**src/rtl/lp_pkg.sv**
```systemverilog
package lp_pkg;
   localparam int ST_BITS   = 9;
   localparam int ST_TRAIN0 = 0;
   localparam int ST_TRAINN = 4;
   localparam int ST_SER    = 4;
   localparam int ST_PRBS   = 5;
   localparam int ST_CUST   = 6;
   localparam int ST_VIDEO  = 7;
   localparam int ST_IDLE   = 8;
   localparam int IRQ_W     = 4;
   localparam int IRQ_VIDEO = 0;
   localparam int IRQ_IDLE  = 3;
   localparam int SEL_W     = 3;
   localparam logic [SEL_W-1:0] SEL_STATE = 3'd0;
   localparam logic [SEL_W-1:0] SEL_PAT0  = 3'd1;
   localparam logic [SEL_W-1:0] SEL_PAT1  = 3'd2;
   localparam logic [SEL_W-1:0] SEL_PAT2  = 3'd3;
   localparam logic [SEL_W-1:0] SEL_ICLR  = 3'd4;
endpackage

```
**src/rtl/lp_prbs7.sv**
```systemverilog
module lp_prbs7 #(
   parameter int SYM_W = 10,
   parameter logic [6:0] SEED = 7'h7F
) (
   input  logic             clk,
   input  logic             rst_n,
   input  logic             load,
   input  logic             run,
   output logic [SYM_W-1:0] sym
);
   logic [6:0] lfsr_q;
   logic [6:0] lfsr_nxt;

   generate
      if (SEED == 7'd0) begin : g_bad_seed
         $error("lp_prbs7: seed must be nonzero");
      end
   endgenerate

   always_comb begin
      logic [6:0] s;
      logic       b;
      s = lfsr_q;
      sym = '0;
      for (int i = 0; i < SYM_W; i++) begin
         b = s[6] ^ s[5];
         sym[i] = b;
         s = {s[5:0], b};
      end
      lfsr_nxt = s;
   end

   always_ff @(posedge clk or negedge rst_n) begin
      if (!rst_n)    lfsr_q <= SEED;
      else if (load) lfsr_q <= SEED;
      else if (run)  lfsr_q <= lfsr_nxt;
   end

   // the generator can never fall into the all-zero lock-up state
   p_lfsr_live_r5: assert property (@(posedge clk) disable iff (!rst_n)
      lfsr_q != 7'd0);
   // entry always restarts from the seed
   p_seed_on_load_r5: assert property (@(posedge clk) disable iff (!rst_n)
      load |=> lfsr_q == SEED);
endmodule

```
**src/rtl/lp_pat_rot.sv**
```systemverilog
module lp_pat_rot #(
   parameter int SYM_W = 10,
   parameter int NSYM  = 8
) (
   input  logic                  clk,
   input  logic                  rst_n,
   input  logic                  load,
   input  logic                  run,
   input  logic [SYM_W*NSYM-1:0] pattern,
   output logic [SYM_W-1:0]      sym
);
   localparam int IDX_W = (NSYM > 1) ? $clog2(NSYM) : 1;
   localparam logic [IDX_W-1:0] LAST = IDX_W'(NSYM - 1);

   logic [IDX_W-1:0] idx_q;

   generate
      if (NSYM < 2) begin : g_bad_nsym
         $error("lp_pat_rot: NSYM must be at least 2");
      end
   endgenerate

   always_ff @(posedge clk or negedge rst_n) begin
      if (!rst_n)                idx_q <= '0;
      else if (load)             idx_q <= '0;
      else if (run) idx_q <= (idx_q == LAST) ? '0 : idx_q + 1'b1;
   end

   assign sym = pattern[idx_q*SYM_W +: SYM_W];

   // index stays inside the pattern
   p_idx_range_r6: assert property (@(posedge clk) disable iff (!rst_n)
      idx_q <= LAST);
   // rotation wraps back to the first symbol
   p_wrap_r6: assert property (@(posedge clk) disable iff (!rst_n)
      (run && !load && idx_q == LAST) |=> idx_q == '0);
endmodule

```
**src/rtl/lp_dwell.sv**
```systemverilog
module lp_dwell #(
   parameter int LEN = 64
) (
   input  logic clk,
   input  logic rst_n,
   input  logic clr,
   input  logic start,
   input  logic run,
   output logic fire
);
   localparam int CW = (LEN > 1) ? $clog2(LEN) : 1;
   localparam logic [CW-1:0] END = CW'(LEN - 1);

   logic [CW-1:0] cnt_q;
   logic          armed_q;

   generate
      if (LEN < 2) begin : g_bad_len
         $error("lp_dwell: LEN must be at least 2");
      end
   endgenerate

   assign fire = armed_q && run && !start && !clr && (cnt_q == END);

   always_ff @(posedge clk or negedge rst_n) begin
      if (!rst_n) begin
         cnt_q   <= '0;
         armed_q <= 1'b0;
      end else if (clr) begin
         cnt_q   <= '0;
         armed_q <= 1'b0;
      end else if (start) begin
         cnt_q   <= '0;
         armed_q <= 1'b1;
      end else if (!run || fire) begin
         armed_q <= 1'b0;
      end else if (armed_q) begin
         cnt_q <= cnt_q + 1'b1;
      end
   end

   // counter never runs past its terminal value while armed
   p_cnt_bound_r8: assert property (@(posedge clk) disable iff (!rst_n)
      armed_q |-> cnt_q <= END);
   // one firing per arming
   p_single_fire_r7: assert property (@(posedge clk) disable iff (!rst_n)
      fire |=> !armed_q);
endmodule

```
**src/rtl/lnk_pattern_ctrl.sv**
```systemverilog
module lnk_pattern_ctrl
   import lp_pkg::*;
#(
   parameter int LANES    = 4,
   parameter int DATA_W   = 32,
   parameter int SYM_W    = 10,
   parameter int NSYM     = 8,
   parameter int TU_LEN   = 64,
   parameter int IDLE_LEN = 256
) (
   input  logic                   clk,
   input  logic                   rst_n,
   input  logic                   soft_rst,
   input  logic                   wr_en,
   input  logic [2:0]             wr_sel,
   input  logic [DATA_W-1:0]      wr_data,
   output logic [8:0]             mode_q,
   output logic [3:0]             irq_q,
   output logic                   sel_err_q,
   output logic [LANES*SYM_W-1:0] lane_sym
);
   localparam int PAT_W  = SYM_W * NSYM;
   localparam int NWORDS = 3;
   localparam int FLAT_W = NWORDS * DATA_W;

   generate
      if (FLAT_W < PAT_W) begin : g_bad_pat
         $error("lnk_pattern_ctrl: pattern words too narrow");
      end
      if (DATA_W < ST_BITS) begin : g_bad_dw
         $error("lnk_pattern_ctrl: DATA_W below state width");
      end
      if (LANES < 1) begin : g_bad_lanes
         $error("lnk_pattern_ctrl: LANES must be positive");
      end
   endgenerate

   logic [NWORDS-1:0][DATA_W-1:0] pat_q;
   logic [FLAT_W-1:0]             pat_flat;
   logic [ST_BITS-1:0]            wd;
   logic                          st_wr, multi, is_train, accept, idle_lock_q;
   logic [ST_BITS-1:0]            enter;
   logic                          vid_fire, idle_fire;
   logic [SYM_W-1:0]              prbs_sym, cust_sym, cur_sym;
   logic [IRQ_W-1:0]              irq_set, irq_clr;

   assign wd       = wr_data[ST_BITS-1:0];
   assign st_wr    = wr_en && (wr_sel == SEL_STATE) && !soft_rst;
   assign multi    = $countones(wd) > 1;
   assign is_train = |wd[ST_TRAINN-1:ST_TRAIN0];
   assign accept   = st_wr && !multi && !(idle_lock_q && is_train)
                     && (wd == '0 || wd[ST_IDLE] || mode_q == '0);
   assign enter    = accept ? wd : '0;

   always_ff @(posedge clk or negedge rst_n) begin
      if (!rst_n) begin
         mode_q      <= '0;
         sel_err_q   <= 1'b0;
         idle_lock_q <= 1'b0;
      end else if (soft_rst) begin
         mode_q      <= '0;
         sel_err_q   <= 1'b0;
         idle_lock_q <= 1'b0;
      end else begin
         if (accept) mode_q <= wd;
         if (st_wr && !accept) sel_err_q <= 1'b1;
         if (enter[ST_IDLE]) idle_lock_q <= 1'b1;
      end
   end

   always_ff @(posedge clk or negedge rst_n) begin
      if (!rst_n) pat_q <= '0;
      else if (wr_en) begin
         case (wr_sel)
            SEL_PAT0: pat_q[0] <= wr_data;
            SEL_PAT1: pat_q[1] <= wr_data;
            SEL_PAT2: pat_q[2] <= wr_data;
            default: ;
         endcase
      end
   end
   assign pat_flat = pat_q;

   lp_dwell #(.LEN(TU_LEN)) u_vid_dwell (
      .clk(clk), .rst_n(rst_n), .clr(soft_rst),
      .start(enter[ST_VIDEO]), .run(mode_q[ST_VIDEO]), .fire(vid_fire));

   lp_dwell #(.LEN(IDLE_LEN)) u_idle_dwell (
      .clk(clk), .rst_n(rst_n), .clr(soft_rst),
      .start(enter[ST_IDLE]), .run(mode_q[ST_IDLE]), .fire(idle_fire));

   always_comb begin
      irq_set = '0;
      irq_set[IRQ_VIDEO] = vid_fire;
      irq_set[IRQ_IDLE]  = idle_fire;
      irq_clr = (wr_en && wr_sel == SEL_ICLR) ? wr_data[IRQ_W-1:0] : '0;
   end

   always_ff @(posedge clk or negedge rst_n) begin
      if (!rst_n)        irq_q <= '0;
      else if (soft_rst) irq_q <= '0;
      else               irq_q <= (irq_q & ~irq_clr) | irq_set;
   end

   lp_prbs7 #(.SYM_W(SYM_W), .SEED(7'h7F)) u_prbs (
      .clk(clk), .rst_n(rst_n), .load(enter[ST_PRBS]),
      .run(mode_q[ST_PRBS]), .sym(prbs_sym));

   lp_pat_rot #(.SYM_W(SYM_W), .NSYM(NSYM)) u_rot (
      .clk(clk), .rst_n(rst_n), .load(enter[ST_CUST]),
      .run(mode_q[ST_CUST]), .pattern(pat_flat[PAT_W-1:0]), .sym(cust_sym));

   always_comb begin
      if (mode_q[ST_PRBS])      cur_sym = prbs_sym;
      else if (mode_q[ST_CUST]) cur_sym = cust_sym;
      else                      cur_sym = '0;
   end

   for (genvar l = 0; l < LANES; l++) begin : g_lane
      assign lane_sym[l*SYM_W +: SYM_W] = cur_sym;
   end

   // selection is always one-hot or cleared
   p_onehot_r2: assert property (@(posedge clk) disable iff (!rst_n)
      $onehot0(mode_q));
   // multi-bit selection leaves the state untouched
   p_multi_ignored_r3: assert property (@(posedge clk) disable iff (!rst_n)
      (wr_en && wr_sel == SEL_STATE && !soft_rst && $countones(wd) > 1)
      |=> $stable(mode_q) && sel_err_q);
   // after idle, no training pattern until soft reset
   p_idle_lock_r9: assert property (@(posedge clk) disable iff (!rst_n)
      idle_lock_q |-> mode_q[ST_TRAINN-1:ST_TRAIN0] == '0);
   // idle-sent only follows a held idle state
   p_idle_irq_r8: assert property (@(posedge clk) disable iff (!rst_n)
      $rose(irq_q[IRQ_IDLE]) |-> $past(mode_q[ST_IDLE]));
   // ready-for-video only follows a held video state
   p_video_irq_r7: assert property (@(posedge clk) disable iff (!rst_n)
      $rose(irq_q[IRQ_VIDEO]) |-> $past(mode_q[ST_VIDEO]));
   // no symbols outside the generated-pattern states
   p_quiet_r11: assert property (@(posedge clk) disable iff (!rst_n)
      !(mode_q[ST_PRBS] || mode_q[ST_CUST]) |-> lane_sym == '0);
endmodule

```
**config.mk**
```make
export PLATFORM = sky130hd
export DESIGN_NAME = lnk_pattern_ctrl
export DESIGN_NICKNAME = d
export VERILOG_FILES = /design/src/rtl/lp_pkg.sv /design/src/rtl/lp_prbs7.sv /design/src/rtl/lp_pat_rot.sv /design/src/rtl/lp_dwell.sv /design/src/rtl/lnk_pattern_ctrl.sv
export SDC_FILE = /design/constraint.sdc
export NUM_CORES = 1
export LEC_CHECK = 0
export BUFFER_PORTS_ARGS = -buffer_cell sky130_fd_sc_hd__buf_2
export CORE_UTILIZATION = 52
export CTS_CLUSTER_DIAMETER = 150
export DETAILED_ROUTE_END_ITERATION = 6
export GPL_ROUTABILITY_DRIVEN = 0
export MAX_ROUTING_LAYER = met4
export PLACE_DENSITY_LB_ADDON = 0.15
export SLEW_MARGIN = 20
export SYNTH_ARGS = -nofsm -noshare
export SYNTH_HDL_FRONTEND = slang
export SYNTH_HIERARCHICAL = 1
export SYNTH_SLANG_ARGS = --single-unit
```
**constraint.sdc**
```tcl
create_clock -name clk -period 2 [get_ports clk]
set_input_delay 0.2 -clock clk [delete_from_list [all_inputs] [get_ports clk]]
set_output_delay 0.2 -clock clk [all_outputs]
set_load 0.02 [all_outputs]
```
; Yosys cells after proc, flatten, opt, wreduce, memory -nomap -nowiden
; Cells that the tools add are included.
[word_totals]
elab_cells = 125
out_inout_bits = 54
regBits = 121
inputBits = 39
[classes]
addsub = 11
magnitude_cmp = 1
n_bitwise = 13
n_mul = 1
muxes = 30
shifts = 1
n_reduce_logical = 46
n_eq_ne = 9
[ops]
columns = cell, n
row1 = $shiftx 80x8->10, 1
row2 = $mux 8, 4
row3 = $mux 9, 3
row4 = $mux 6, 4
row5 = $mux 10, 2
row6 = $logic_not 9->1, 2
row7 = $logic_and 1x1->1, 16
row8 = $mux 7, 2
row9 = $reduce_bool 3->1, 4
row10 = $mux 1, 10
row11 = $reduce_and 2->1, 5
row12 = $reduce_bool 2->1, 5
row13 = $xor 1x1->1, 10
row14 = $mux 3, 3
row15 = $add 1x1->2, 4
row16 = $add 8x1->8 const B, 1
row17 = $eq 8x8->1 const B, 1
row18 = $logic_not 1->1, 8
row19 = $mux 4, 2
row20 = $add 2x2->3, 2
row21 = $add 6x1->6 const B, 1
row22 = $eq 3x2->1 const B, 2
row23 = $eq 3x3->1 const B, 2
row24 = $eq 6x6->1 const B, 1
row25 = 13 further kinds, 17

; Depth between registers and ports, before layout
; Gate-level depths: netlist of the first run.
[depth]
depth_word = 18
mapped_depth = 16

; Cells and area by module
; The synthesis of the first run kept the hierarchy.
[by_module_without_submodules]
columns = mod, instances, cells_per_inst, area_each_um2
row1 = lnk_pattern_ctrl, 1, 318, 4221.5
row2 = lp_pat_rot, 1, 47, 812.0
row3 = lp_dwell (u_idle_dwell), 1, 51, 528.0
row4 = lp_prbs7, 1, 34, 405.4
row5 = lp_dwell (u_vid_dwell), 1, 36, 375.4

; Least setup slack after synthesis of the first run
; Ideal clock, no wire load.
[synth_path]
path_type = input to register
from = in wr_data[0]
to = reg irq_q[3]
t_arrival_ns = 4.040
path_stages = 14
t_required_ns = 1.873
slack_ns = -2.167
setup_time_ns = 0.127
path_buffers = 1
cell_sequence = inv_1 fa_1 fa_1 fa_1 fa_1 fa_1 or3b_4 or4_1 inv_1 or2_2 buf_1 nor3_1 a21oi_1 nor2_1
[synth_between]
elab_chain_len = 16
word_cells_on_any_way = 22
[synth_rtl]
columns = item, line_no
row1 = from (decl), lnk_pattern_ctrl.sv:16  ; input logic [DATA_W-1:0] wr_data,
row2 = $add 1x1->2 (not written as such), lnk_pattern_ctrl.sv:49  ; assign multi = $countones(wd) > 1;
row3 = $add 2x2->3 (not written as such), lnk_pattern_ctrl.sv:49
row4 = $add 3x3->4 (not written as such), lnk_pattern_ctrl.sv:49
row5 = $add 4x1->5 (not written as such), lnk_pattern_ctrl.sv:49
row6 = $gt 5x1->1, lnk_pattern_ctrl.sv:49
row7 = $logic_not 1->1, lnk_pattern_ctrl.sv:51  ; assign accept = st_wr && !multi && !(idle_lock_q && is_train)
row8 = $logic_and 1x1->1 (2 in a row), lnk_pattern_ctrl.sv:51
row9 = $logic_and 1x1->1 (*), lnk_pattern_ctrl.sv:52  ; && (wd == '0 || wd[ST_IDLE] || mode_q == '0);
row10 = $mux 9 (*), lnk_pattern_ctrl.sv:53  ; assign enter = accept ? wd : '0;
row11 = named net enter[8], lnk_pattern_ctrl.sv:42  ; logic [ST_BITS-1:0] enter;
row12 = $logic_not 1->1 (*), lp_dwell.sv:23  ; assign fire = armed_q && run && !start && !clr && (cnt_q == END);
row13 = $logic_and 1x1->1 (*) (3 in a row), lp_dwell.sv:23
row14 = named net idle_fire, lnk_pattern_ctrl.sv:43  ; logic vid_fire, idle_fire;
row15 = $or 4x4->4 (*), lnk_pattern_ctrl.sv:102  ; else irq_q <= (irq_q & ~irq_clr) | irq_set;
row16 = $mux 4 (*), lnk_pattern_ctrl.sv:101  ; else if (soft_rst) irq_q <= '0;
row17 = to (signal assigned), lnk_pattern_ctrl.sv:102
row18 = to (decl), lnk_pattern_ctrl.sv:18  ; output logic [3:0] irq_q,
; Mark *: on every way through the listed nets, which the timed path passes. The rest lies on a longest branch.
; A chain may end at the register's enable or synchronous reset.

; Worst setup path in the final report of the first run
; Same ends and word-level chain as after synthesis.

==> flow_summary.json, run 1 <==
{
  "grt_overflow_total": 0,
  "via_count": 4333,
  "path_buf_inv": 3,
  "io_buffers": 92,
  "fp.dieW_um": 112,
  "cts.sinks": 121,
  "leakagePower_uw": 0.00389,
  "status": "finished with violations",
  "placementRows": 39,
  "synth_warnings": 6,
  "num_antenna_cells": 0,
  "critical_path.endpoint_type": "flip-flop",
  "wl_per_cell_um": 20.7,
  "final-max-slew-violation-count": 0,
  "worstPathArrival_ps": 3860,
  "skew_ps": 6.54,
  "fmax_mhz": 281,
  "slowest_stage": "fa_1",
  "clockRootBuffer": "clkbuf_16",
  "top_level_ports": 93,
  "drive_above_1_share_pct": 54.7,
  "layout.cells.most_common": "dfrtp_1",
  "grt_max_degree": 38,
  "dieArea_um2": 12600,
  "remaining_drc_errors": 0,
  "synth_cells": 486,
  "dp_hpwl_um": 10300,
  "fin_nets": 654,
  "final-hold-violation-count": 0,
  "synth-edff-count": 0,
  "syn2layout_area_growth_pct": 30.6,
  "crit_fanout": 3,
  "drv_cap": 0,
  "utilization_pct": 71.0,
  "cts_tree": "done",
  "syn-num-nets": 537,
  "clk_latency_ps": 420,
  "most-common-layout-cells": "dfrtp_1, mux2_2, buf_6",
  "cts_buffers": 17,
  "via_per_inst": 5.71,
  "drt_iter0_drc": 262,
  "tightestPinTransition_ps": 827,
  "min_path_type": "primary input to flip-flop",
  "fin_tns_setup_ps": -77180,
  "async_reset_ff_share_pct": 100,
  "grt_pass1_wl_um": 24800,
  "setup_viol": 79,
  "synth_area_um2": 6340,
  "slew_headroom_pct": 44.8,
  "worstPathRequired_ps": 2300,
  "place_ws_ps": -2200,
  "ys_seq_area_share_pct": 47.9,
  "violations": "negative setup slack",
  "track_usage_pct": 27.5,
  "yosys_most_used_dff": "dfrtp_1",
  "critPathKind": "primary input to flip-flop",
  "total_power_uw": 8800,
  "drtPass1Iterations": 4,
  "syn_avg_cell_area_um2": 13.1,
  "fin_crit_ps": 3570,
  "clkSlewWorstSetupHoldPaths_ps": 60,
  "wirelength_um": 15700,
  "instances_no_fill": 759,
  "crit_family": "adder cells",
  "min_period_over_period_pct": 178,
  "antenna_left": 0,
  "core-area_um2": 11700,
  "start_kind": "primary input",
  "placed_cells": 713,
  "vdd_drop_max_uv": 738,
  "power_density_nw_per_um2": 1060,
  "critPathMostFrequentCell": "fa_1",
  "ys_seq_elements": 121,
  "grt_pass1_vias": 4557,
  "rsz0062_at_grt": "true",
  "fin_ws_ps": -1570,
  "crit_chain": "buf_12 > inv_12 > fa_1 > fa_1 > fa_1 > fa_2 > fa_1 > or3b_4 > or4_4 > inv_4 > or2_4 > nor3_1 > a21oi_1 > nor2_1",
  "fp.dieH_um": 112,
  "fillers": 770,
  "start_util_pct": 54.4,
  "clockBufferDepth": 2,
  "slowest_delay_ps": 540,
  "h-tree-depth": 4,
  "antenna_found_initial": 0,
  "synth.distinct_cells": 55
}
registers in the layout (all words and copies together), names as in the netlist, 3 cells and up:
| name | count |
|---|---|
| irq_q | 4 |
| mode_q | 9 |
| pat_flat | 80 |
| u_idle_dwell/cnt_q | 8 |
| u_prbs/lfsr_q | 7 |
| u_rot/idx_q | 3 |
| u_vid_dwell/cnt_q | 6 |
path summary, 6_finish.rpt:
kind                                  start                     to  slack (ps)  cells past startpoint
worst min register to register    sel_err_q              sel_err_q         490                      2
worst min-delay path            wr_data[21]           pat_flat[21]          20                      2
worst max register to register    mode_q[0]               irq_q[0]         -60                      8
worst max-delay path             wr_data[0]               irq_q[3]       -1570                     14
max in group asynchronous             rst_n           pat_flat[16]         980                      3
min in group asynchronous             rst_n  u_idle_dwell/cnt_q[4]         320                      2
report_power, final:
part           switching [µW]  internal [µW]  leakage, µW
combinational            1090           1580      0.00212
sequential                388           2920      0.00150
clock                    1070           1760     0.000263
layout make-up:
class | count | area (µm²) | area share (%)
clock buffers | 23 | 468 | 5.65
clock inverters | 9 | 77.6 | 0.936
inverters | 16 | 77.6 | 0.936
multi-input cells | 295 | 3080 | 37.1
flip-flops and latches | 121 | 3040 | 36.7
well taps | 143 | 179 | 2.16
repair buffers | 152 | 1370 | 16.5
cell usage after synthesis (3+ instances only):
| master | count | area [µm²] |
|---|---|---|
| nand2_1 | 24 | 90.1 |
| nor2b_1 | 9 | 56.3 |
| a211oi_1 | 4 | 30.0 |
| a31oi_1 | 6 | 37.5 |
| and2_1 | 7 | 43.8 |
| nor2_1 | 9 | 33.8 |
| fa_1 | 5 | 100 |
| xor2_1 | 9 | 78.8 |
| buf_4 | 30 | 225 |
| a21oi_1 | 8 | 40.0 |
| buf_1 | 4 | 15.0 |
| mux4_1 | 18 | 473 |
| inv_1 | 16 | 60.1 |
| and4_1 | 3 | 26.3 |
| nand3_1 | 5 | 25.0 |
| clkbuf_1 | 14 | 52.6 |
| dfrtp_1 | 114 | 2850 |
| or3_1 | 3 | 18.8 |
| mux2i_1 | 15 | 150 |
| a211o_1 | 7 | 61.3 |
| a22o_1 | 9 | 78.8 |
| o21ai_0 | 12 | 60.1 |
| nand2b_1 | 14 | 87.6 |
| ha_1 | 7 | 87.6 |
| nor3_1 | 3 | 15.0 |
| dfstp_2 | 7 | 184 |
| mux2_2 | 81 | 912 |
| buf_6 | 4 | 45.0 |
per-stage QoR:
step	hold WS (ps)	cell area [µm²]
2_1_floorplan	-95.6	6490
5_1_grt	24.8	8290
6_report	24.7	8290
3_5_place_dp	214	7150
3_3_place_gp	207	7150
4_1_cts	16.6	8210
cell families after synthesis:
logic type | count (synthesis) | synth area share, %
compound gates | 60 | 7.34
xor+xnor | 10 | 1.62
fa+ha+maj | 12 | 2.96
buf+inv | 70 | 6.43
flops | 121 | 47.9
mux | 116 | 24.9
simple gates | 97 | 8.86
what timing repair did:
action | 4_1_cts | 5_1_grt
pin swaps | 16 | 10
gates resized for setup | 128 | 23
hold buffers | 1 | 0
gates cloned | 3 | 0
endpoints found under the hold margin | 33 | 0
setup endpoints to repair | 79 | 79
setup buffers | 10 | 4
layer usage:
layer	global-route usage (%)	vias to the layer above	share of wire [%]
li1	-	1979	-
met1	34.3	2192	42
met2	44.1	137	51
met3	6.16	25	4.5
met4	10.1	0	2.0
met5	-	-	0
Note: power is estimated with default switching activity, not from simulation.
==> run 2: changes to the inputs <==
MAX_ROUTING_LAYER = default   (was met4)
PLACE_DENSITY_LB_ADDON = 0.2   (was 0.15)
==> flow_summary.json, run 2 (same netlist as run 1, synthesis figures left out) <==
{
  "leakagePower_uw": 0.00388,
  "clockBufferDepth": 2,
  "rsz0062_at_grt": "true",
  "drive_above_1_share_pct": 53.4,
  "slew_headroom_pct": 46.6,
  "holdWs_ps": 32.9,
  "slowest_delay_ps": 550,
  "antenna_found_initial": 0,
  "skew_ps": 9.04,
  "antenna_left": 0,
  "track_usage_pct": 26.4,
  "fin_ws_ps": -1550,
  "min_period_over_period_pct": 177,
  "min_path_type": "primary input to flip-flop",
  "num_antenna_cells": 0,
  "worstPathArrival_ps": 3830,
  "remaining_drc_errors": 0,
  "wirelength_um": 15400,
  "h-tree-depth": 4,
  "setup_viol": 79,
  "utilization_pct": 70.5,
  "crit_fanout": 4,
  "power_density_nw_per_um2": 1100,
  "critical_path.endpoint_type": "flip-flop",
  "critPathKind": "primary input to flip-flop",
  "status": "finished with violations",
  "finalInstanceArea_um2": 8230,
  "slowest_stage": "fa_1",
  "start_kind": "primary input",
  "drv_cap": 0,
  "top_level_ports": 93,
  "crit_chain": "buf_8 > inv_6 > fa_1 > fa_1 > fa_1 > fa_2 > fa_1 > or3b_4 > or4_4 > inv_2 > buf_4 > nor2_2 > nand2_1 > mux2i_1",
  "worstPathRequired_ps": 2280,
  "grt_overflow_total": 0,
  "clockRootBuffer": "clkbuf_16",
  "fp.dieW_um": 112,
  "wl_per_cell_um": 20.3,
  "clkSlewWorstSetupHoldPaths_ps": 50,
  "drt_iter0_drc": 261,
  "dpl_cell_area_um2": 7160,
  "via_count": 4381,
  "fp.dieH_um": 112,
  "drtPass1Iterations": 4,
  "fin_tns_setup_ps": -75840,
  "clk_latency_ps": 420,
  "io_buffers": 92,
  "most-common-layout-cells": "dfrtp_1, mux2_2, buf_2",
  "final-hold-violation-count": 0,
  "syn2layout_area_growth_pct": 29.7,
  "grt_max_degree": 41,
  "cts.sinks": 121,
  "via_per_inst": 5.79,
  "tightestPinTransition_ps": 801,
  "cts_tree": "done",
  "layout.cells.most_common": "dfrtp_1",
  "vdd_drop_max_uv": 870,
  "start_util_pct": 54.4,
  "grt_pass1_vias": 4556,
  "core-area_um2": 11700,
  "critPathMostFrequentCell": "fa_1",
  "largest_reg_flops": 80,
  "grt_pass1_wl_um": 25100,
  "dp_hpwl_um": 10500,
  "fin_nets": 652,
  "final-max-slew-violation-count": 0,
  "place_ws_ps": -2210,
  "fin_crit_ps": 3550,
  "dieArea_um2": 12600,
  "violations": "negative setup slack",
  "fmax_mhz": 282,
  "cts_buffers": 17,
  "placementRows": 39
}
-- run 2: changes by cell type in the layout (fill, tap and decap cells not counted), moves of 2 or more --
cell / change
a211oi_1: +4
a211oi_2: -4
buf_4: +4
buf_6: -4
bufinv_16: +2
clkbuf_1: -2
clkinv_4: +2
o21ai_0: +2
-- run 2: worst max-delay path, delay by kind of cell --
family	cells	cell delay, ps
AND/OR/NAND/NOR	4	950
multiplexers	1	70
buffers and inverters	4	330
adder cells (fa/ha/maj)	5	2300
-- run 2: power breakdown --
| group | leakage, µW | switching [µW] | internal, µW |
|---|---|---|---|
| combinational | 0.00209 | 1080 | 1580 |
| sequential | 0.00150 | 375 | 2920 |
| clock | 0.000286 | 1100 | 1980 |
| total | 0.00388 | 2560 | 6480 |
-- run 2: area by class of cell --
type	instances	area, µm²
Fill cell	786	3440
Sequential cell	121	3040
Multi-Input combinational cell	295	3030
Timing Repair Buffer	150	1310
Clock buffer	20	447
Tap cell	143	179
Clock inverter	12	150
Inverter	16	80.1
-- run 2: final timing paths --
kind | startpoint | end | slack, ps | depth (start not counted)
min | wr_data[24] | pat_flat[56] | 30 | 2
min reg2reg | sel_err_q | sel_err_q | 490 | 2
max | wr_data[3] | u_idle_dwell/cnt_q[1] | -1550 | 14
max in group asynchronous | rst_n | pat_flat[59] | 1070 | 3
max reg2reg | mode_q[0] | irq_q[0] | -140 | 8
min in group asynchronous | rst_n | irq_q[3] | 280 | 2
-- run 2: routing by layer --
| metal | wire [µm] | GRT usage [%] | share of wire [%] | up-vias |
|---|---|---|---|---|
| met1 | 6760 | 34.8 | 44 | 2268 |
| met5 | 0 | 0 | 0 | - |
| met4 | 186 | 6.76 | 1.2 | 0 |
| met2 | 7770 | 44.8 | 51 | 121 |
| met3 | 636 | 5.45 | 4.1 | 19 |
| li1 | - | - | - | 1973 |
-- run 2: per-stage QoR --
stage / std cells / power, µW
floorplan: 486 / 4770
global placement: 715 / 5460
detailed placement: 715 / 5530
CTS: 758 / 9080
global route: 757 / 9410
finish: 757 / 9040
-- run 2: timing repair --
| action | CTS | global route |
|---|---|---|
| endpoints found under the setup margin | 79 | 79 |
| hold endpoints to repair | 21 | 0 |
| pin swaps | 17 | 8 |
| buffers inserted | 8 | 1 |
| hold buffers | 1 | 0 |
| gates cloned | 2 | 0 |
| resized for setup | 126 | 7 |
==> run 3: changes to the inputs <==
PLACE_DENSITY = 0.81   (was default)
PLACE_DENSITY_LB_ADDON = default   (was 0.2)
==> flow_summary.json, run 3 (same netlist as run 1, synthesis figures left out) <==
{
  "dp_hpwl_um": 10800,
  "leakagePower_uw": 0.00389,
  "path_buf_inv": 2,
  "slew_headroom_pct": 46.7,
  "fin_crit_ps": 3710,
  "grt_overflow_total": 0,
  "fp.dieW_um": 112,
  "fillers": 738,
  "core-area_um2": 11700,
  "grt_util_met2_pct": 48.4,
  "min_period_over_period_pct": 186,
  "grt-busiest-layer": "met2",
  "remaining_drc_errors": 0,
  "antenna_found_initial": 0,
  "min_path_type": "primary input to flip-flop",
  "track_usage_pct": 28.9,
  "wl_per_cell_um": 22.3,
  "fin_tns_setup_ps": -81650,
  "largest_reg_flops": 80,
  "crit_fanout": 2,
  "drv_cap": 0,
  "fin_nets": 651,
  "tightestPinTransition_ps": 800,
  "crit_chain": "buf_8 > inv_4 > fa_1 > fa_1 > fa_1 > fa_2 > fa_1 > or3b_4 > a2111oi_4 > and2_4 > or2_4 > nor4_1 > a21oi_1 > nor2_1",
  "setup_viol": 79,
  "rsz0062_at_grt": "true",
  "dieArea_um2": 12600,
  "io_buffers": 92,
  "worstReg2RegStart": "mode_q[0]",
  "fmax_mhz": 269,
  "hold_depth": 2,
  "use_met1_pct": 34.9,
  "r2r_slack_ps": -210,
  "use_met3_pct": 8.86,
  "grt_pass1_wl_um": 26700,
  "status": "finished with violations",
  "worstPathArrival_ps": 4020,
  "crit_family": "adder cells",
  "slowest_stage": "fa_1",
  "critPathMostFrequentCell": "fa_1",
  "cts_tree": "done",
  "cts_buffers": 17,
  "worstRegToRegCells": 9,
  "drive_above_1_share_pct": 55.1,
  "clk_latency_ps": 430,
  "drtPass1Iterations": 5,
  "clockBufferDepth": 2,
  "wirelength_um": 16900,
  "start_util_pct": 54.4,
  "num_antenna_cells": 0,
  "critPathKind": "primary input to flip-flop",
  "layout.cells.most_common": "dfrtp_1",
  "vdd_drop_max_uv": 806,
  "fp.dieH_um": 112,
  "cts.sinks": 121,
  "fin_ws_ps": -1710,
  "top_level_ports": 93,
  "most-common-layout-cells": "dfrtp_1, mux2_2, buf_2",
  "drt_iter0_drc": 417,
  "grt_max_degree": 49,
  "via_per_inst": 6.11,
  "final-hold-violation-count": 0,
  "grt_pass1_vias": 4857,
  "place_ws_ps": -2210,
  "violations": "negative setup slack",
  "final-max-slew-violation-count": 0,
  "critical_path.endpoint_type": "flip-flop",
  "worstHoldEndpoint": "pat_flat[63]",
  "clkSlewWorstSetupHoldPaths_ps": 60,
  "h-tree-depth": 4,
  "via_count": 4620,
  "worstPathRequired_ps": 2310,
  "min-delay-start": "wr_data[31]",
  "antenna_left": 0,
  "skew_ps": 7.35,
  "slowest_delay_ps": 560,
  "placementRows": 39,
  "power_density_nw_per_um2": 1090,
  "syn2layout_area_growth_pct": 30.7,
  "start_kind": "primary input",
  "clockRootBuffer": "clkbuf_16",
  "reg2reg_to": "irq_q[0]"
}
## run 3: worst max-delay path by stage
stage | from | endpoint | slack [ps] | cells after the start
after global placement | wr_data[0] | irq_q[3] | -2120 | 14
after floorplan | wr_data[0] | irq_q[0] | -2060 | 14
after detailed placement | wr_data[0] | u_idle_dwell/cnt_q[3] | -2210 | 14
after CTS | wr_data[1] | irq_q[3] | -1610 | 14
final | wr_data[1] | irq_q[0] | -1710 | 14
after global routing | wr_data[1] | irq_q[0] | -1890 | 14
## run 3: per-layer routing
metal | part of all wire (%) | routed length, µm | vias to the layer above
met5 | 0 | 0 | -
met4 | 2.8 | 467 | 0
met3 | 6.9 | 1170 | 38
met2 | 51 | 8650 | 208
met1 | 39 | 6580 | 2408
li1 | - | - | 1966
## run 3: layout make-up
cell class | count | area, µm² | share of cell area (%)
clock buffers | 17 | 425 | 5.13
clock inverters | 15 | 153 | 1.84
inverters | 16 | 77.6 | 0.936
multi-input cells | 295 | 3070 | 37.0
flip-flops and latches | 121 | 3040 | 36.6
well taps | 143 | 179 | 2.16
repair buffers | 149 | 1350 | 16.3
## run 3: repair_timing
item                       CTS  global route
cloned                       3             0
setup buffers                7             2
setup endpoints to repair   79            79
hold endpoints to repair    30             0
hold buffers                 2             0
pin swaps                   14            19
gates resized for setup    122            29
## run 3: where the power goes
group | internal [µW] | leakage, µW | switching [µW]
Clock | 1750 | 0.000284 | 1270
Combinational | 1590 | 0.00210 | 1110
Sequential | 2920 | 0.00150 | 399
## run 3: through the flow
step           power (µW)  hold slack [ps]  utilization [%]  instance area (µm²)  std cells
2_1_floorplan        4770            -95.6                -                 6490        486
3_3_place_gp         5370              187             61.3                 7150        713
3_5_place_dp         5490              197             61.3                 7150        713
4_1_cts              9070            0.824             70.3                 8200        757
5_1_grt              9430             6.55             71.1                 8290        756
6_report             9040             12.7             71.1                 8290        756
## run 3: worst register-to-register path: stages (launching register included)
cell and delay [ps]:
dfrtp_1 380, nor4_1 300, buf_4 160, nand3_1 160, a2111oi_4 490, and2_4 240, or2_4 120, nor4_1 40
a21oi_1 140, nor2_1 60
